<file path="src/rtl/fcmd_pkg.sv">
package fcmd_pkg;
  typedef enum logic [1:0] {
    MODE_ARRAY  = 2'd0,
    MODE_ID     = 2'd1,
    MODE_STATUS = 2'd2
  } rd_mode_e;

  typedef enum logic [1:0] {
    CS_IDLE  = 2'd0,
    CS_LOCK  = 2'd1,
    CS_ERASE = 2'd2,
    CS_PROT  = 2'd3
  } cmd_state_e;

  localparam logic [1:0] LK_OPEN   = 2'b00;
  localparam logic [1:0] LK_SHUT   = 2'b01;
  localparam logic [1:0] LK_FROZEN = 2'b11;

  localparam logic [7:0] OP_READ_ARRAY   = 8'hFF;
  localparam logic [7:0] OP_READ_ID      = 8'h90;
  localparam logic [7:0] OP_READ_STATUS  = 8'h70;
  localparam logic [7:0] OP_CLEAR_STATUS = 8'h50;
  localparam logic [7:0] OP_LOCK_SETUP   = 8'h60;
  localparam logic [7:0] OP_ERASE_SETUP  = 8'h20;
  localparam logic [7:0] OP_PROT_PROG    = 8'hC0;
  localparam logic [7:0] OP_SUSPEND      = 8'hB0;
  localparam logic [7:0] OP_CONFIRM      = 8'hD0;
  localparam logic [7:0] OP_LOCK_SET     = 8'h01;
  localparam logic [7:0] OP_LOCK_DOWN    = 8'h2F;
  localparam logic [7:0] OP_RCR_LOAD     = 8'h03;

  localparam logic [15:0] MFR_CODE   = 16'h002C;
  localparam logic [15:0] DEV_TOP    = 16'h44B6;
  localparam logic [15:0] DEV_BOTTOM = 16'h44B7;
endpackage

</file>
<file path="src/rtl/fcmd_lock_table.sv">
module fcmd_lock_table
  import fcmd_pkg::*;
#(
  parameter int BLK_W = 3,
  localparam int NUM_BLK = 1 << BLK_W
) (
  input  logic                       clk,
  input  logic                       rst_n,
  input  logic                       upd_en,
  input  logic [BLK_W-1:0]           upd_blk,
  input  logic [1:0]                 upd_state,
  output logic [NUM_BLK-1:0][1:0]    states
);
  for (genvar g = 0; g < NUM_BLK; g++) begin : g_blk
    logic [1:0] st_q, st_d;

    always_comb begin
      st_d = st_q;
      if (upd_en && (upd_blk == BLK_W'(g)) && (st_q != LK_FROZEN)) begin
        st_d = upd_state;
      end
    end

    always_ff @(posedge clk or negedge rst_n) begin
      if (!rst_n) st_q <= LK_SHUT;
      else        st_q <= st_d;
    end

    assign states[g] = st_q;

    // a locked-down block never leaves that state
    assert_lockdown_sticks_R5: assert property (@(posedge clk) disable iff (!rst_n)
      (st_q == LK_FROZEN) |=> (st_q == LK_FROZEN))
      else $error("lock-down state left");
  end
endmodule

</file>
<file path="src/rtl/fcmd_prot_reg.sv">
module fcmd_prot_reg #(
  parameter logic [63:0] FACTORY_ID = 64'h1357_9BDF_2468_ACE0
) (
  input  logic        clk,
  input  logic        rst_n,
  input  logic        prog_en,
  input  logic [3:0]  prog_idx,
  input  logic [15:0] prog_data,
  input  logic [3:0]  rd_idx,
  output logic [15:0] rd_word,
  output logic        user_lock
);
  localparam int USER_WORDS = 4;
  localparam int USER_BASE  = 5;

  logic                             lock_q, lock_d;
  logic [USER_WORDS-1:0][15:0]      user_q, user_d;

  always_comb begin
    lock_d = lock_q;
    if (prog_en && (prog_idx == 4'd0) && prog_data[1]) lock_d = 1'b1;
  end

  for (genvar g = 0; g < USER_WORDS; g++) begin : g_user
    always_comb begin
      user_d[g] = user_q[g];
      if (prog_en && (prog_idx == 4'(USER_BASE + g))) user_d[g] = user_q[g] & prog_data;
    end
  end

  always_ff @(posedge clk or negedge rst_n) begin
    if (!rst_n) begin
      lock_q <= 1'b0;
      user_q <= '1;
    end else begin
      lock_q <= lock_d;
      user_q <= user_d;
    end
  end

  always_comb begin
    rd_word = 16'h0000;
    if (rd_idx == 4'd0) begin
      rd_word = {14'd0, lock_q, 1'b1};
    end else if (rd_idx <= 4'd4) begin
      rd_word = FACTORY_ID[16*(int'(rd_idx)-1) +: 16];
    end else if (rd_idx <= 4'd8) begin
      rd_word = user_q[int'(rd_idx)-USER_BASE];
    end
  end

  assign user_lock = lock_q;

  // programming only clears user bits
  assert_user_bits_clear_only_R9: assert property (@(posedge clk) disable iff (!rst_n)
    ((user_q & ~$past(user_q)) == '0))
    else $error("user bit went from 0 to 1");

  // locked user segment is frozen
  assert_user_frozen_R10: assert property (@(posedge clk) disable iff (!rst_n)
    lock_q |=> $stable(user_q))
    else $error("locked user word changed");
endmodule

</file>
<file path="src/rtl/fcmd_decoder.sv">
module fcmd_decoder
  import fcmd_pkg::*;
#(
  parameter int          ADDR_W    = 16,
  parameter int          BLK_W     = 3,
  parameter int          BANK_W    = 1,
  parameter int          ERASE_CYC = 16,
  parameter logic [15:0] RCR_RESET = 16'hB5CF,
  localparam int         OFS_W     = ADDR_W - BLK_W,
  localparam int         CNT_W     = $clog2(ERASE_CYC + 1)
) (
  input  logic              clk,
  input  logic              rst_n,
  input  logic              wr_en,
  input  logic [ADDR_W-1:0] addr,
  input  logic [7:0]        cmd,
  input  logic [1:0]        addr_blk_lock,
  input  logic [1:0]        erase_blk_lock,
  input  logic              user_lock,
  output rd_mode_e          mode,
  output logic              lock_upd,
  output logic [BLK_W-1:0]  lock_blk,
  output logic [1:0]        lock_state,
  output logic              prot_upd,
  output logic [3:0]        prot_idx,
  output logic [15:0]       rcr,
  output logic [7:0]        status,
  output logic [BLK_W-1:0]  erase_blk
);
  rd_mode_e          mode_q, mode_d;
  cmd_state_e        cs_q, cs_d;
  logic              err4_q, err4_d, err5_q, err5_d;
  logic              act_q, act_d, susp_q, susp_d;
  logic [CNT_W-1:0]  cnt_q, cnt_d;
  logic [BLK_W-1:0]  eblk_q, eblk_d;
  logic [15:0]       rcr_q, rcr_d;

  logic [OFS_W-1:0]  ofs;
  logic              in_bank0;
  logic              prot_range;
  logic              running;

  assign ofs        = addr[OFS_W-1:0];
  assign in_bank0   = (addr[ADDR_W-1 -: BANK_W] == '0);
  assign prot_range = (ofs >= OFS_W'('h80)) && (ofs <= OFS_W'('h88));
  assign running    = act_q && !susp_q;
  assign lock_blk   = addr[ADDR_W-1 -: BLK_W];
  assign prot_idx   = ofs[3:0];

  always_comb begin
    mode_d     = mode_q;
    cs_d       = cs_q;
    err4_d     = err4_q;
    err5_d     = err5_q;
    act_d      = act_q;
    susp_d     = susp_q;
    cnt_d      = cnt_q;
    eblk_d     = eblk_q;
    rcr_d      = rcr_q;
    lock_upd   = 1'b0;
    lock_state = LK_SHUT;
    prot_upd   = 1'b0;

    if (running) begin
      if (cnt_q == '0) begin
        act_d = 1'b0;
        if (erase_blk_lock != LK_OPEN) err5_d = 1'b1;
      end else begin
        cnt_d = cnt_q - 1'b1;
      end
    end

    if (wr_en) begin
      if (running) begin
        if (cmd == OP_SUSPEND && cnt_q != '0) begin
          susp_d = 1'b1;
          mode_d = MODE_STATUS;
        end else if (cmd == OP_READ_STATUS) begin
          mode_d = MODE_STATUS;
        end
      end else begin
        unique case (cs_q)
          CS_LOCK: begin
            cs_d   = CS_IDLE;
            mode_d = MODE_STATUS;
            case (cmd)
              OP_LOCK_SET:  begin lock_upd = 1'b1; lock_state = LK_SHUT;   end
              OP_CONFIRM:   begin lock_upd = 1'b1; lock_state = LK_OPEN;   end
              OP_LOCK_DOWN: begin lock_upd = 1'b1; lock_state = LK_FROZEN; end
              OP_RCR_LOAD:  rcr_d = 16'(addr);
              default: begin err4_d = 1'b1; err5_d = 1'b1; end
            endcase
          end
          CS_ERASE: begin
            cs_d   = CS_IDLE;
            mode_d = MODE_STATUS;
            if (cmd == OP_CONFIRM) begin
              if (addr_blk_lock != LK_OPEN) begin
                err5_d = 1'b1;
              end else begin
                act_d  = 1'b1;
                cnt_d  = CNT_W'(ERASE_CYC - 1);
                eblk_d = lock_blk;
              end
            end else begin
              err4_d = 1'b1;
              err5_d = 1'b1;
            end
          end
          CS_PROT: begin
            cs_d   = CS_IDLE;
            mode_d = MODE_STATUS;
            if (prot_range && (prot_idx == 4'd0 || (prot_idx >= 4'd5 && !user_lock))) begin
              prot_upd = 1'b1;
            end else begin
              err4_d = 1'b1;
            end
          end
          default: begin
            case (cmd)
              OP_READ_ARRAY:   mode_d = MODE_ARRAY;
              OP_READ_ID:      if (in_bank0) mode_d = MODE_ID;
              OP_READ_STATUS:  mode_d = MODE_STATUS;
              OP_CLEAR_STATUS: begin err4_d = 1'b0; err5_d = 1'b0; end
              OP_LOCK_SETUP:   cs_d = CS_LOCK;
              OP_ERASE_SETUP:  if (!act_q) cs_d = CS_ERASE;
              OP_PROT_PROG:    cs_d = CS_PROT;
              OP_CONFIRM: begin
                if (susp_q) begin
                  susp_d = 1'b0;
                  mode_d = MODE_STATUS;
                end
              end
              default: ;
            endcase
          end
        endcase
      end
    end
  end

  always_ff @(posedge clk or negedge rst_n) begin
    if (!rst_n) begin
      mode_q <= MODE_ARRAY;
      cs_q   <= CS_IDLE;
      err4_q <= 1'b0;
      err5_q <= 1'b0;
      act_q  <= 1'b0;
      susp_q <= 1'b0;
      cnt_q  <= '0;
      eblk_q <= '0;
      rcr_q  <= RCR_RESET;
    end else begin
      mode_q <= mode_d;
      cs_q   <= cs_d;
      err4_q <= err4_d;
      err5_q <= err5_d;
      act_q  <= act_d;
      susp_q <= susp_d;
      cnt_q  <= cnt_d;
      eblk_q <= eblk_d;
      rcr_q  <= rcr_d;
    end
  end

  assign mode      = mode_q;
  assign rcr       = rcr_q;
  assign erase_blk = eblk_q;
  assign status    = {~running, susp_q, err5_q, err4_q, 4'b0000};

  // error bits only fall after a clear byte
  assert_err4_sticky_R7: assert property (@(posedge clk) disable iff (!rst_n)
    (err4_q && !(wr_en && cmd == OP_CLEAR_STATUS)) |=> err4_q)
    else $error("bit 4 cleared without clear command");

  assert_err5_sticky_R7: assert property (@(posedge clk) disable iff (!rst_n)
    (err5_q && !(wr_en && cmd == OP_CLEAR_STATUS)) |=> err5_q)
    else $error("bit 5 cleared without clear command");

  // suspended erase keeps its count
  assert_suspend_holds_R12: assert property (@(posedge clk) disable iff (!rst_n)
    susp_q |=> (act_q && cnt_q == $past(cnt_q)))
    else $error("count moved while suspended");

  // erase only starts on an open block after a confirm write
  assert_erase_open_only_R11: assert property (@(posedge clk) disable iff (!rst_n)
    $rose(act_q) |-> ($past(addr_blk_lock) == LK_OPEN && $past(wr_en) && $past(cmd) == OP_CONFIRM))
    else $error("erase started illegally");
endmodule

</file>
<file path="src/rtl/fcmd_read_mux.sv">
module fcmd_read_mux
  import fcmd_pkg::*;
#(
  parameter int ADDR_W = 16,
  parameter int BLK_W  = 3,
  localparam int OFS_W   = ADDR_W - BLK_W,
  localparam int NUM_BLK = 1 << BLK_W
) (
  input  rd_mode_e                  mode,
  input  logic [7:0]                status,
  input  logic [ADDR_W-1:0]         addr,
  input  logic                      boot_top,
  input  logic [NUM_BLK-1:0][1:0]   lock_states,
  input  logic [15:0]               rcr,
  input  logic [15:0]               prot_word,
  output logic [15:0]               rd_word
);
  logic [OFS_W-1:0] ofs;
  logic [BLK_W-1:0] blk;
  logic [15:0]      id_word;

  assign ofs = addr[OFS_W-1:0];
  assign blk = addr[ADDR_W-1 -: BLK_W];

  always_comb begin
    id_word = 16'h0000;
    if (ofs == OFS_W'(0))      id_word = MFR_CODE;
    else if (ofs == OFS_W'(1)) id_word = boot_top ? DEV_TOP : DEV_BOTTOM;
    else if (ofs == OFS_W'(2)) id_word = {14'd0, lock_states[blk]};
    else if (ofs == OFS_W'(5)) id_word = rcr;
    else if (ofs >= OFS_W'('h80) && ofs <= OFS_W'('h88)) id_word = prot_word;
  end

  always_comb begin
    if (!status[7]) begin
      rd_word = {8'h00, status};
    end else begin
      unique case (mode)
        MODE_ID:     rd_word = id_word;
        MODE_STATUS: rd_word = {8'h00, status};
        default:     rd_word = 16'hFFFF;
      endcase
    end
  end
endmodule

</file>
<file path="src/rtl/fcmd_frontend.sv">
module fcmd_frontend
  import fcmd_pkg::*;
#(
  parameter int          ADDR_W     = 16,
  parameter int          BLK_W      = 3,
  parameter int          BANK_W     = 1,
  parameter int          ERASE_CYC  = 16,
  parameter logic [15:0] RCR_RESET  = 16'hB5CF,
  parameter logic [63:0] FACTORY_ID = 64'h1357_9BDF_2468_ACE0
) (
  input  logic              clk,
  input  logic              rst_n,
  input  logic              wr_en,
  input  logic              rd_en,
  input  logic [ADDR_W-1:0] addr,
  input  logic [15:0]       wdata,
  input  logic              boot_top,
  output logic [15:0]       rdata
);
  localparam int NUM_BLK = 1 << BLK_W;

  logic [1:0]                rst_sync;
  logic                      rst_int_n;
  rd_mode_e                  mode;
  logic                      lock_upd, prot_upd, user_lock;
  logic [BLK_W-1:0]          lock_blk, erase_blk, addr_blk;
  logic [1:0]                lock_state;
  logic [3:0]                prot_idx;
  logic [15:0]               rcr, prot_word, rd_word;
  logic [7:0]                status;
  logic [NUM_BLK-1:0][1:0]   lock_states;

  always_ff @(posedge clk or negedge rst_n) begin
    if (!rst_n) rst_sync <= 2'b00;
    else        rst_sync <= {rst_sync[0], 1'b1};
  end
  assign rst_int_n = rst_sync[1];

  assign addr_blk = addr[ADDR_W-1 -: BLK_W];

  fcmd_decoder #(
    .ADDR_W(ADDR_W), .BLK_W(BLK_W), .BANK_W(BANK_W),
    .ERASE_CYC(ERASE_CYC), .RCR_RESET(RCR_RESET)
  ) u_dec (
    .clk(clk), .rst_n(rst_int_n), .wr_en(wr_en), .addr(addr), .cmd(wdata[7:0]),
    .addr_blk_lock(lock_states[addr_blk]), .erase_blk_lock(lock_states[erase_blk]),
    .user_lock(user_lock), .mode(mode), .lock_upd(lock_upd), .lock_blk(lock_blk),
    .lock_state(lock_state), .prot_upd(prot_upd), .prot_idx(prot_idx), .rcr(rcr),
    .status(status), .erase_blk(erase_blk)
  );

  fcmd_lock_table #(.BLK_W(BLK_W)) u_locks (
    .clk(clk), .rst_n(rst_int_n), .upd_en(lock_upd), .upd_blk(lock_blk),
    .upd_state(lock_state), .states(lock_states)
  );

  fcmd_prot_reg #(.FACTORY_ID(FACTORY_ID)) u_prot (
    .clk(clk), .rst_n(rst_int_n), .prog_en(prot_upd), .prog_idx(prot_idx),
    .prog_data(wdata), .rd_idx(addr[3:0]), .rd_word(prot_word), .user_lock(user_lock)
  );

  fcmd_read_mux #(.ADDR_W(ADDR_W), .BLK_W(BLK_W)) u_mux (
    .mode(mode), .status(status), .addr(addr), .boot_top(boot_top),
    .lock_states(lock_states), .rcr(rcr), .prot_word(prot_word), .rd_word(rd_word)
  );

  always_ff @(posedge clk or negedge rst_int_n) begin
    if (!rst_int_n)  rdata <= 16'h0000;
    else if (rd_en)  rdata <= rd_word;
  end
endmodule

</file>
<file path="config.mk">
export PLATFORM = sky130hd
export DESIGN_NAME = fcmd_frontend
export DESIGN_NICKNAME = d
export VERILOG_FILES = /design/src/rtl/fcmd_pkg.sv /design/src/rtl/fcmd_lock_table.sv /design/src/rtl/fcmd_prot_reg.sv /design/src/rtl/fcmd_decoder.sv /design/src/rtl/fcmd_read_mux.sv /design/src/rtl/fcmd_frontend.sv
export SDC_FILE = /design/constraint.sdc
export NUM_CORES = 1
export LEC_CHECK = 0
export CAP_MARGIN = 20
export CELL_PAD_IN_SITES_DETAIL_PLACEMENT = 0
export CELL_PAD_IN_SITES_GLOBAL_PLACEMENT = 2
export CORE_ASPECT_RATIO = 0.5
export CORE_MARGIN = 2
export CORE_UTILIZATION = 39
export DETAILED_ROUTE_END_ITERATION = 16
export DONT_BUFFER_PORTS = 1
export GPL_TIMING_DRIVEN = 0
export PLACE_DENSITY_LB_ADDON = 0.1
export SLEW_MARGIN = 10
export SYNTH_ARGS = -nofsm -noshare
export SYNTH_HDL_FRONTEND = slang
export SYNTH_SLANG_ARGS = --single-unit
</file>
<file path="constraint.sdc">
create_clock -name clk -period 3.65 [get_ports clk]
set_input_delay 0.73 -clock clk [delete_from_list [all_inputs] [get_ports clk]]
set_output_delay 0.73 -clock clk [all_outputs]
set_load 0.02 [all_outputs]
</file>
Word level (Yosys, flattened, before mapping) --
Index checks and enable logic that the tools add are counted.
Operators by class: add/sub/neg operators 3, shift operators 1, bitwise logic cells 6, mux-type cells 73, reductions and logical operators 50, order comparisons 8, eq/ne operators 48
Operators with widths (number):
- 16-bit 2-to-1 mux | 11
- 16-bit AND | 4
- 64-bit by 32-bit variable part select with 16-bit output, first input constant | 1
- 8-bit equality test, second input constant | 5
- 5-bit 2-to-1 mux | 7
- 1-bit 2-to-1 mux | 33
- 16-bit binary-select mux with 2-bit select | 1
- 32-bit by 4-bit < comparator with 1-bit output, second input constant | 1
- 16-bit one-hot mux with 2 select lines | 1
- 1-bit logical AND | 27
- 2-bit 2-to-1 mux | 13
- 8-bit by 7-bit equality test with 1-bit output, second input constant | 3
- 2-bit inequality test, second input constant | 12
- 8-bit by 6-bit equality test with 1-bit output, second input constant | 2
- 13-bit by 1-bit equality test with 1-bit output, second input constant | 1
- 13-bit by 2-bit equality test with 1-bit output, second input constant | 1
- 13-bit by 3-bit equality test with 1-bit output, second input constant | 1
- 13-bit by 8-bit >= comparator with 1-bit output, second input constant | 1
- 13-bit by 8-bit <= comparator with 1-bit output, second input constant | 1
- 13-bit logical NOT | 1
- 2-bit binary-select mux with 3-bit select | 2
- 3-bit equality test, second input constant | 4
- 4-bit by 3-bit equality test with 1-bit output, second input constant | 3
- 4-bit AND reduction | 3
- other kinds (36) | 50
Word-level totals: bits of input ports 37, flip-flop bits (word level) 131, logic and storage cells 213

Longest topological paths before layout --
word-level depth 14, depth in mapped cells 10

Modules after synthesis --
Synthesis repeated with hierarchy kept, for this count alone.
Second synthesis, totals: cell total of the unflattened synthesis 630, area total of the unflattened synthesis 7353.3 um^2
Modules (own cells, without submodules):
- fcmd_prot_reg | cells each 221, seq. area each 1706.6 um^2, instances 1, area each 3039.2 um^2
- fcmd_decoder | cells each 176, seq. area each 814.5 um^2, instances 1, area each 1903.1 um^2
- fcmd_frontend | cells each 49, seq. area each 450.4 um^2, instances 1, area each 899.6 um^2
- fcmd_lock_table | cells each 86, seq. area each 410.4 um^2, instances 1, area each 813.3 um^2
- fcmd_read_mux | cells each 98, seq. area each 0.0 um^2, instances 1, area each 698.2 um^2

Least setup slack after synthesis --
OpenSTA, ideal clock, no wires.
path kind input port to flip-flop, start point input port addr[0], end point register rdata[12], arrival time 2.496 ns, slack 1.028 ns, stages on the path 9, cells stage by stage inv_1 ha_1 buf_2 buf_2 inv_1 a221o_1 nand2_1 nor2_1 a221o_1
On the way: word-level cells in the longest chain between the ends 14
Ends and longest elaborated chain:
- from (decl) | RTL line fcmd_frontend.sv:15 | input logic [ADDR_W-1:0] addr,
- parallel branches: the longest is 11 deep, another holds 4-bit by 1-bit subtractor with 5-bit output
- 16-bit 2-to-1 mux * | RTL line fcmd_read_mux.sv:27 | if (ofs == OFS_W'(0)) id_word = MFR_CODE;
- 16-bit one-hot mux with 2 select lines * | RTL line fcmd_read_mux.sv:38 | unique case (mode)
- 16-bit 2-to-1 mux * | RTL line fcmd_read_mux.sv:35 | if (!status[7]) begin
- to (signal assigned) | RTL line fcmd_frontend.sv:69 | else if (rd_en) rdata <= rd_word;
- to (decl) | RTL line fcmd_frontend.sv:18 | output logic [15:0] rdata
Mark *: on every way between the ends. The select of a mux whose other input is x is not followed. A chain may end at the register's enable or synchronous reset.

Worst setup path after layout --
start point input port addr[0], end point register rdata[5]
Same word-level chain as after synthesis.

==> flow_summary.json <==
{
  "status": "complete, no violations",
  "fin_area_um2": 7690,
  "dpl.hpwl_um": 13700,
  "final.period_utilization_pct": 79.9,
  "rsz0062_at_grt": "no",
  "cts_buffer_depth": 2,
  "rr_worst_depth": 8,
  "setup_tns_ps": 0,
  "io_buffers": 0,
  "synth_top_area_share_pct": 32.3,
  "cts.reportedPaths.clkPinSlew_ps": 60,
  "drive_gt1_share_pct": 26.7,
  "finClkSkew_ps": 12.4,
  "die_y_um": 97.0,
  "vias": 4935,
  "cts_sinks": 131,
  "dr.first_iter.drc_count": 216,
  "startpoint_type": "input pin",
  "ys_async_sr_fraction_pct": 100,
  "clock_latency_ps": 420,
  "place.gp.congestion": 0.815,
  "required_ps": 4010,
  "fin_util_pct": 46.2,
  "seq_power_share_pct": 44.6,
  "grt_pass1_wl_um": 30500,
  "netlist_area_um2": 6750,
  "grt_usage_pct": 21.8,
  "numCtsBuffers": 17,
  "ys_types": 66,
  "max-vdd-ir-drop_uv": 317,
  "power_mw": 3.52,
  "routed_wl_um": 18700,
  "grt_max_degree": 57,
  "crit_start": "addr[0]",
  "period_minus_slack_ps": 2920,
  "n_antenna_cell": 0,
  "dpl-instance-area_um2": 7100,
  "cellPowerDensity_nw_per_um2": 458,
  "antenna_found_initial": 0,
  "ant_nets": 0,
  "clkPwrFrac_pct": 48.7,
  "ctsRootBufferMaster": "clkbuf_16",
  "grt_pass1_vias": 5237,
  "setup_viol": 0,
  "ys_ff_latch": 131,
  "hold_viol_final": 0,
  "die_w_um": 190,
  "die-area_um2": 18400,
  "synthToLayoutAreaGrowth_pct": 13.9,
  "switchingPower_uw": 900,
  "slew_viol_final": 0,
  "syn-num-nets": 643,
  "timing.rr.start": "u_dec.act_q$_DFF_PN0_",
  "min_path_type": "flip-flop to async pin",
  "ys.warnings.count": 0,
  "p_int_mw": 2.62,
  "synth_largest_area_cell": "dfstp_2",
  "synth_area_leaders": "dfstp_2 (32%), dfrtp_1 (18%), o21a_1 (7.3%)",
  "p_leak_nw": 2.91,
  "nets": 665,
  "start_util_pct": 40.6,
  "arrival_ps": 3280,
  "synth_edf_count": 0,
  "htreeDepth": 4,
  "crit_type": "input pin to flip-flop",
  "critical_path.max_fanout": 10,
  "cts_tree": "yes",
  "sw_frac_of_total_pct": 25.5,
  "wl_per_cell_um": 21.7,
  "rows": 33,
  "drc": 0,
  "maxCapViolCount": 0,
  "synth_flop_cell": "dfstp_2",
  "fin_ws_ps": 733,
  "viasPerCell": 5.73,
  "avgSynthCellArea_um2": 11.3,
  "core-area_um2": 16600,
  "endpoint_kind": "flip-flop",
  "max_freq_mhz": 343,
  "top_level_ports": 53,
  "overflow": 0,
  "dp_worst_setup_slack_ps": 335,
  "ctsResizeCount": 0,
  "slew-limit-headroom_pct": 39.6,
  "dr.pass1.iters": 5,
  "postSynthCellCount": 599,
  "comb_power_share_pct": 6.7,
  "worst-slew-pin-transition_ps": 899,
  "yosysSeqAreaShare_pct": 50.1
}
## flip-flops by register name, indices dropped and copies added, names as in the netlist
signal              count
u_dec.err4_q            1
u_dec.mode              2
u_dec.susp_q            1
u_dec.erase_blk         3
u_dec.err5_q            1
u_prot.user_lock        1
u_dec.act_q             1
u_locks.g_blk.st_q     16
u_prot.user_q          64
rst_sync                2
rdata                  16
u_dec.rcr              16
u_dec.cs_q              2
u_dec.cnt_q             5
## cells in the final DEF (no fill, tap or decap), drive strengths merged, types with 5 or more instances in the layout
master   instances
a211oi           7
a21oi           29
a221oi           7
buf             19
clkbuf          39
clkinv           5
dfrtp           48
dfstp           83
ha               7
inv             18
mux2            21
mux4            21
nand2           37
nand2b           7
nand3           11
nand4           12
nor2            33
nor2b            9
nor3            16
nor4             7
o21a            66
o21ai           50
o2bb2ai          7
## cells in the mapped netlist (all sizes together), types with 7 or more instances
cell,number
dfstp,83
mux4,21
buf,17
nand2b,7
ha,7
nand3,11
a211oi,7
nor4,7
mux2,21
o21a,66
inv,16
o2bb2ai,7
clkbuf,19
a21oi,29
nor2,33
nand4,12
nor2b,9
nand2,37
a221oi,7
nor3,16
o21ai,50
dfrtp,48
## repair_timing
item / 4_1_cts / 5_1_grt
setup buffers: 0 / 0
hold endpoints to repair: 2 / 0
hold buffers: 1 / 0
## routing by layer
layer	up-vias	track usage, %	part of all wire (%)
met5	-	0	0
met4	0	5.19	0.18
met3	2	4.83	4.1
met2	68	33.7	46
met1	2554	31.3	50
li1	2311	-	-
## power groups by stage
stage	clock (mW)	combinational, mW	sequential [mW]
floorplan	0	0.158	1.59
global placement	0	0.209	1.61
detailed placement	0	0.238	1.59
CTS	1.76	0.240	1.57
global route	1.82	0.266	1.58
finish	1.72	0.237	1.57
## worst max-delay path: stages
cell and delay [ps]:
inv_1 70, ha_1 380, buf_2 390, buf_2 400, a221oi_1 130, nor3_1 400, nand3_1 170, a221oi_1 390
o22a_1 200
## worst paths after layout
check                                                        to  slack, ps
setup / recovery                           rdata[5]$_DFFE_PN0P_        730
hold / removal             u_locks.g_blk[3].st_q[1]$_DFFE_PN0P_        300
setup reg to reg                      u_dec.rcr[11]$_DFFE_PN0P_       1220
hold reg to reg            u_locks.g_blk[3].st_q[1]$_DFFE_PN0P_        300
max in group asynchronous         u_prot.user_q[24]$_DFFE_PN1P_       2390
min in group clk                          rst_sync[1]$_DFF_PN0_        350
## through the flow
step / hold WS (ps) / instances
floorplan: 331 / 599
global placement: 339 / 826
detailed placement: 313 / 828
CTS: 317 / 861
global route: 339 / 861
finish: 295 / 861
## cell type report
cell class,count,area [um2]
well taps,227,284
clock buffers,20,457
plain buffers,36,169
flip-flops and latches,131,3390
repair buffers,3,65.1
multi-input cells,416,3140
clock inverters,12,130
fillers,1577,8950
inverters,16,60.1
## cell families (layout without fill, tap and decap cells)
logic type / Yosys count / count (layout) / synth area share [%]
AOI/OAI and AO/OA: 206 / 206 / 21.0
muxes: 44 / 44 / 10.8
other: 1 / 1 / 0.0555
xor gates and xnor gates: 1 / 1 / 0.130
adders and majority gates: 7 / 7 / 1.30
DFF: 131 / 131 / 50.1
buffers and inverters: 52 / 87 / 3.39
and+or+nand+nor: 157 / 157 / 13.2
No activity file was read; power rests on OpenSTA's default activity.
